<file path="src/rtl/pf_pkg.sv">
package pf_pkg;
  localparam int unsigned PF_ADDR_W    = 32;
  localparam int unsigned PF_BLK_LG    = 6;
  localparam int unsigned PF_PAGE_LG   = 12;
  localparam int unsigned PF_LOOKAHEAD = 3;
endpackage

</file>
<file path="src/rtl/pf_stride_detect.sv">
module pf_stride_detect #(
  parameter int unsigned BAW = 26
) (
  input  logic           clk,
  input  logic           rst_n,
  input  logic           acc_vld,
  input  logic [BAW-1:0] acc_blk,
  output logic           stream_hit,
  output logic [BAW-1:0] stride
);
  logic [BAW-1:0] prev_q, prev_d;
  logic [BAW-1:0] strd_q, strd_d;
  logic           seen_q, seen_d;
  logic [BAW-1:0] diff;

  always_comb begin
    diff       = acc_blk - prev_q;
    stream_hit = seen_q && (diff == strd_q) && (|diff);
    prev_d     = prev_q;
    strd_d     = strd_q;
    seen_d     = seen_q;
    if (acc_vld) begin
      prev_d = acc_blk;
      seen_d = 1'b1;
      if (seen_q) strd_d = diff;
    end
  end

  assign stride = strd_q;

  always_ff @(posedge clk or negedge rst_n) begin
    if (!rst_n) begin
      prev_q <= '0;
      strd_q <= '0;
      seen_q <= 1'b0;
    end else begin
      prev_q <= prev_d;
      strd_q <= strd_d;
      seen_q <= seen_d;
    end
  end
endmodule

</file>
<file path="src/rtl/pf_cand_gen.sv">
module pf_cand_gen #(
  parameter int unsigned BAW  = 26,
  parameter int unsigned PGB  = 6,
  parameter int unsigned NC   = 4,
  parameter int unsigned CW   = 3
) (
  input  logic [BAW-1:0]         blk,
  input  logic                   stream_hit,
  input  logic [BAW-1:0]         stride,
  output logic [NC-1:0][BAW-1:0] cand,
  output logic [CW-1:0]          cand_cnt
);
  logic [NC-1:0][BAW-1:0] raw;
  logic [NC-1:0]          keep;

  for (genvar k = 0; k < NC; k++) begin : g_cand
    if (k == 0) begin : g_next
      assign raw[k] = blk + BAW'(1);
      assign keep[k] = (raw[k][BAW-1:PGB] == blk[BAW-1:PGB]);
    end else begin : g_strd
      assign raw[k] = blk + BAW'(k) * stride;
      assign keep[k] = stream_hit && (raw[k][BAW-1:PGB] == blk[BAW-1:PGB]);
    end
  end

  always_comb begin
    cand     = '0;
    cand_cnt = '0;
    for (int i = 0; i < NC; i++) begin
      if (keep[i]) begin
        cand[cand_cnt] = raw[i];
        cand_cnt       = cand_cnt + CW'(1);
      end
    end
  end
endmodule

</file>
<file path="src/rtl/pf_queue.sv">
module pf_queue #(
  parameter int unsigned W     = 26,
  parameter int unsigned DEPTH = 4,
  parameter int unsigned CW    = 3
) (
  input  logic                    clk,
  input  logic                    rst_n,
  input  logic                    load,
  input  logic [DEPTH-1:0][W-1:0] ld_data,
  input  logic [CW-1:0]           ld_cnt,
  input  logic                    deq,
  output logic                    out_vld,
  output logic [W-1:0]            out_data
);
  localparam int unsigned PW = (DEPTH > 1) ? $clog2(DEPTH) : 1;

  logic [DEPTH-1:0][W-1:0] mem_q;
  logic [CW-1:0]           cnt_q, cnt_d;
  logic [PW-1:0]           head_q, head_d;

  assign out_vld  = (cnt_q != '0);
  assign out_data = mem_q[head_q];

  always_comb begin
    cnt_d  = cnt_q;
    head_d = head_q;
    if (load) begin
      cnt_d  = ld_cnt;
      head_d = '0;
    end else if (out_vld && deq) begin
      cnt_d  = cnt_q - CW'(1);
      head_d = head_q + PW'(1);
    end
  end

  always_ff @(posedge clk or negedge rst_n) begin
    if (!rst_n) begin
      cnt_q  <= '0;
      head_q <= '0;
    end else begin
      cnt_q  <= cnt_d;
      head_q <= head_d;
    end
  end

  always_ff @(posedge clk) begin
    if (load) mem_q <= ld_data;
  end
endmodule

</file>
<file path="src/rtl/stride_prefetcher.sv">
module stride_prefetcher
  import pf_pkg::*;
#(
  parameter int unsigned ADDR_W    = PF_ADDR_W,
  parameter int unsigned BLK_LG    = PF_BLK_LG,
  parameter int unsigned PAGE_LG   = PF_PAGE_LG,
  parameter int unsigned LOOKAHEAD = PF_LOOKAHEAD
) (
  input  logic              clk,
  input  logic              rst_n,
  input  logic              dmd_vld,
  input  logic [ADDR_W-1:0] dmd_addr,
  output logic              pf_vld,
  input  logic              pf_rdy,
  output logic [ADDR_W-1:0] pf_addr
);
  localparam int unsigned BAW   = ADDR_W - BLK_LG;
  localparam int unsigned PGB   = PAGE_LG - BLK_LG;
  localparam int unsigned DEPTH = LOOKAHEAD + 1;
  localparam int unsigned CW    = $clog2(DEPTH + 1);

  logic [BAW-1:0]           blk;
  logic                     hit;
  logic [BAW-1:0]           stride;
  logic [DEPTH-1:0][BAW-1:0] cand;
  logic [CW-1:0]            cand_cnt;
  logic [BAW-1:0]           head_blk;

  assign blk = dmd_addr[ADDR_W-1:BLK_LG];

  pf_stride_detect #(.BAW(BAW)) u_det (
    .clk        (clk),
    .rst_n      (rst_n),
    .acc_vld    (dmd_vld),
    .acc_blk    (blk),
    .stream_hit (hit),
    .stride     (stride)
  );

  pf_cand_gen #(.BAW(BAW), .PGB(PGB), .NC(DEPTH), .CW(CW)) u_gen (
    .blk        (blk),
    .stream_hit (hit),
    .stride     (stride),
    .cand       (cand),
    .cand_cnt   (cand_cnt)
  );

  pf_queue #(.W(BAW), .DEPTH(DEPTH), .CW(CW)) u_q (
    .clk      (clk),
    .rst_n    (rst_n),
    .load     (dmd_vld),
    .ld_data  (cand),
    .ld_cnt   (cand_cnt),
    .deq      (pf_rdy),
    .out_vld  (pf_vld),
    .out_data (head_blk)
  );

  assign pf_addr = {head_blk, {BLK_LG{1'b0}}};
endmodule

</file>
<file path="config.mk">
export PLATFORM = sky130hd
export DESIGN_NAME = stride_prefetcher
export DESIGN_NICKNAME = d
export VERILOG_FILES = /design/src/rtl/pf_pkg.sv /design/src/rtl/pf_stride_detect.sv /design/src/rtl/pf_cand_gen.sv /design/src/rtl/pf_queue.sv /design/src/rtl/stride_prefetcher.sv
export SDC_FILE = /design/constraint.sdc
export NUM_CORES = 1
export LEC_CHECK = 0
export BUFFER_PORTS_ARGS = -buffer_cell sky130_fd_sc_hd__buf_2
export CAP_MARGIN = 20
export CELL_PAD_IN_SITES_DETAIL_PLACEMENT = 1
export CELL_PAD_IN_SITES_GLOBAL_PLACEMENT = 2
export CORE_MARGIN = 4
export CORE_UTILIZATION = 39
export DETAILED_ROUTE_END_ITERATION = 8
export PLACE_DENSITY = 0.86
export SKIP_LAST_GASP = 1
export SLEW_MARGIN = 25
export SYNTH_ARGS = -nofsm -noshare
export SYNTH_HDL_FRONTEND = slang
export SYNTH_HIERARCHICAL = 1
export SYNTH_SLANG_ARGS = --single-unit
</file>
<file path="constraint.sdc">
create_clock -name clk -period 10.2 [get_ports clk]
set_clock_uncertainty 0.05 [all_clocks]
set_input_delay 2.04 -clock clk [delete_from_list [all_inputs] [get_ports clk]]
set_output_delay 2.04 -clock clk [all_outputs]
set_load 0.01 [all_outputs]
</file>
After elaboration in Yosys (flattened, before gate mapping). Cells that the tools add are included.

Add/sub/neg operators: 10. $mul: 1. Order comparisons: 7. Equality and inequality tests: 5. Multiplexer cells: 23. Reductions and logical operators: 13.

Operator list (number): bitwise mux 104 bit (3); 2-to-1 mux 104 bit (3); demux 26 bit (select 2 bit) (3); 2-to-1 mux 26 bit (5); equality test 20 bit (4); adder 26 bit (3); binary-select mux 26 bit (select 2 bit) (1); adder 26 x 1 -> 26 bit, second input constant (1); equality test 26 bit (1); multiplier 2 x 26 -> 26 bit, first input constant (1); OR reduction 26 bit (1); subtractor 26 bit (1); 2-to-1 mux 3 bit (5); logical AND 1 bit (9); adder 3 x 1 -> 3 bit, second input constant (2); greater-or-equal comparator 3 x 1 -> 1 bit, second input constant (2); < comparator 3 bit, second input constant (2); 2-to-1 mux 2 bit (2); < comparator 1 x 3 -> 1 bit, second input constant (1); < comparator 2 x 3 -> 1 bit, second input constant (1); nonzero test 3 bit (1); subtractor 3 x 1 -> 3 bit, second input constant (1); adder 1 x 1 -> 2 bit, second input constant (1); adder 2 x 1 -> 2 bit, second input constant (1); 4 further kinds (4).

Flip-flop bits (word level): 162. Bits of input ports: 36. Logic and storage cells: 68.

Longest topological paths before layout.
Depth in word-level cells: 14. Depth in mapped cells: 35. Depth with buffers taken out: 32.

Hierarchy. The synthesis kept the hierarchy.

By module, submodules not included: pf_cand_gen (times used 1, cells an instance 1549, area each 11026.8 um^2); pf_stride_detect (times used 1, cells an instance 508, area each 4267.8 um^2); pf_queue (times used 1, cells an instance 170, area each 4058.9 um^2); stride_prefetcher (times used 1, cells an instance 7, area each 48.8 um^2).

Worst setup path after synthesis. Ideal clock, no wire load.

Path kind: input to register. Start point: input port dmd_addr[6]. End point: register u_q/mem_q[90] in the netlist's numbering (data pin). Setup time: 295 ps. Arrival time: 8486 ps. Data required time: 9855 ps. Slack: 1369 ps. Stages on the path: 33. Path buffers: 3. Cells stage by stage: inv_1 > ha_1 > fa_1 > nand2b_2 > a211oi_4 > o21ai_1 > a211oi_2 > xor2_1 > o211ai_1 > a311o_1 > nor3_2 > nand4b_4 > a2111oi_4 > o21ai_0 > a21oi_1 > o2111ai_1 > a2111oi_0 > nand4_1 > nor4_1 > nand3_1 > or3_1 > inv_1 > ha_1 > clkbuf_1 > inv_1 > nor4_2 > nand2_1 > ha_1 > inv_1 > nor4_1 > buf_2 > buf_2 > mux2i_1.

RTL lines: start, declared (RTL line stride_prefetcher.sv:12) `input logic [ADDR_W-1:0] dmd_addr,`; end signal, assigned (RTL line pf_queue.sv:47) `if (load) mem_q <= ld_data;`; end, declared (RTL line pf_queue.sv:17) `logic [DEPTH-1:0][W-1:0] mem_q;`.

==> results.md <==
* Total Neg Setup Slack at 0 ps
* Diode count at 0
* Total of max-cap violations at 0
* Power Total at approximately 6.1 mW
* Initial antenna violation count at 0
* Crit path DAT at ~9900 ps
* Most common cell after layout, fill and taps aside: nand2_1
* Critical Path Sink Type: register
* Synth unique cells at 114
* Max IR drop VDD at around 0.00015 V
* Iter 0 DRT Violations at 1557
* Outcome: finished, final reports clean
* Cells after Synth at around 2200
* Mapped Avg Cell Area at 8.69 µm²
* Post-DP HPWL at ~63000 µm
* Gp weighted congestion at approximately 1
* Die ar. at around 0.053 mm²
* Critical Path RT at about 10000 ps
* Most frequent cells in the layout: nand2_1, o21ai_0, a21oi_1
* Synth Register Bits at 162
* Total vias in the final route at approximately 19000
* Remaining DRCs at 0
* Htree depth at 4
* Async S/R FF share, synth at a little over a third
* Worst slew margin at between 20% and 30%
* Largest net degree at the start of global routing at 85
* Worst slew pin tran at 1050 ps
* Minimum clock period after layout at between 9000 and 10000 ps
* Slew Viols, Final at 0
* Clock sink count at between 150 and 200
* Tcrit/Tclk final at 94.2%
* F_max at 104 MHz
* IO Count at between 60 and 70
* Yosys warning total at 6
* Internal power at between 2 and 3 mW
* Non-Filler Instances at 2892
* Clock-pin transition on the worst setup and hold timing paths at ~70 ps
* Crit Path Category: in -> reg
* Crit-path max FO at 28
* Sw frac at 57.9%
* Number of global-route vias before repair at between 15000 and 20000
* Post-CTS Setup Repair Bufs at 0
* CTS Hold Bufs at 0
* RSZ-0062 raised after global routing: no
* Area Overhead vs Synth at 7.02%
* Sequential share of the synthesized area at 23.6%
* Pwr Density at 292 mW/mm²
* Critical path's largest stage delay at about 550 ps
* Clk buf depth at 2
* GR Util All Layers at 29.6%
* Grt ovf at 0
* Post-synth EDFFs at approximately 100
* Comb pwr share at between 70% and 80%
* Final Hold Fails at 0
* Hold WC Path Type: reg -> reg
* Crit start category: input pin
* Number of vias per cell at about 6.4
* Root buffer cell: clkbuf_16
* Final setup viols at 0
* Clock Power Share at around a tenth
* Leakage power at 8.06 nW
* FF-to-FF setup slack at between 2000 and 2500 ps
* Rows at 81
* First-pass GRT wire length at around 120000 µm
* # port buffers at 56
* Initial Utilization at between 30% and 40%
* CTS tree: yes
* Post-cts resize count at 0
* Core Box Area at around 0.049 mm²
* Crit-path slowest cell: a2111oi_4
* Final layout net count at ~2400
* DRT Wirelength at around 80000 µm
* Reg power frac at 15.1%
* Drt wl/cell at 27.7 µm
* Sw power at between 3 and 4 mW
* Primary FF master, synth: edfxtp_1
* Placed cells at 2860
* Drt first pass iters at 6
* Synth Cell Area at between 0.015 and 0.02 mm²
* Most frequent cell on the critical path: inv_1
* Clk_lat worst skew at approximately 510 ps
* Post-route antenna net violation count at 0
* Total CTS buffers at 17
* Share of post-route cells with drive strength above 1 at approximately 12%
* Fillcell total at approximately 5900
* Die X-Extent at about 230 µm
* Die height at approximately 230 µm
path summary, 6_finish.rpt:
path	from	endpoint	cells after the start
min reg2reg	u_det/prev_q[0]	u_det/prev_q[0]	1
max in group asynchronous	rst_n	u_det/prev_q[6]	2
max	dmd_addr[6]	u_q/mem_q[91]	33
min in group asynchronous	rst_n	u_q/head_q[0]	2
min	u_det/prev_q[0]	u_det/prev_q[0]	1
max reg2reg	u_det/prev_q[0]	u_q/mem_q[91]	31
synthesized netlist by cell type (42+ instances only):
library cell | number | share of area (%)
xnor2_1 | 100 | 4.5
o21ai_0 | 138 | 3.6
xor2_1 | 71 | 3.2
nand4_1 | 45 | 1.5
a21oi_1 | 118 | 3.0
inv_1 | 95 | 1.8
nand3_1 | 84 | 2.2
nand2_1 | 228 | 4.4
edfxtp_1 | 104 | 16
nor2_1 | 117 | 2.3
clkbuf_1 | 88 | 1.7
ha_1 | 106 | 6.8
dfrtp_1 | 58 | 7.5
nor3_1 | 42 | 1.1
mux2i_1 | 114 | 5.9
worst max-delay path, delay by kind of cell:
family / cells / cell delay [ps]
AND/OR/NAND/NOR: 11 / 2390
multiplexers: 1 / 280
adder cells (fa/ha/maj): 4 / 1140
XOR/XNOR: 2 / 630
AO/OA/AOI/OAI: 8 / 2350
buffers and inverters: 7 / 1010
through the flow:
stage	setup WS [ps]	utilization (%)	hold slack, ps	cell area [µm²]
after global routing	147	42.3	513	20800
after CTS	693	42.3	488	20800
after global placement	338	41.2	450	20200
after floorplan	1370	-	412	19400
after detailed placement	207	41.2	465	20200
final	590	42.3	489	20800
flip-flops by register name (all words and copies together), names as in the netlist:
signal / flops
u_q/mem_q: 104
u_det/stride: 26
u_det/prev_q: 26
u_det/seen_q: 1
u_q/cnt_q: 3
u_q/head_q: 2
cell families (layout without fill, tap and decap cells):
group / Yosys count / in the layout / share of synthesized area (%)
DFF: 162 / 162 / 23.6
adders and majority gates: 134 / 134 / 9.72
other: 1 / 6 / 0.0193
xor gates and xnor gates: 184 / 184 / 9.23
AOI/OAI and AO/OA: 594 / 594 / 21.3
and+or+nand+nor: 746 / 746 / 19.9
muxes: 161 / 161 / 10.1
buffers and inverters: 252 / 241 / 6.18
per-layer routing:
metal | global-route usage [%] | vias to the layer above | routed length, µm
li1 | - | 8324 | -
met1 | 39.2 | 9430 | 34700
met2 | 49.3 | 642 | 38000
met3 | 3.56 | 129 | 4210
met4 | 12.1 | 0 | 3220
met5 | 0 | - | 0
final cells by class:
type / count / area [µm²] / share of cell area, %
Multi-Input combinational cell: 1825 / 13700 / 65.9
Clock inverter: 14 / 120 / 0.578
Tap cell: 664 / 831 / 4.00
Timing Repair Buffer: 113 / 756 / 3.64
Sequential cell: 162 / 4580 / 22.0
Inverter: 96 / 360 / 1.74
Clock buffer: 18 / 429 / 2.07
power by group through the flow:
stage                     sequential, mW  clock [mW]  combinational (mW)
final                              0.916       0.646                4.51
after global routing               0.925       0.685                4.77
after CTS                          0.916       0.662                4.37
after detailed placement           0.930           0                4.35
after global placement             0.926           0                4.23
after floorplan                    0.853           0                3.02
Note: power is estimated with default switching activity, not from simulation.
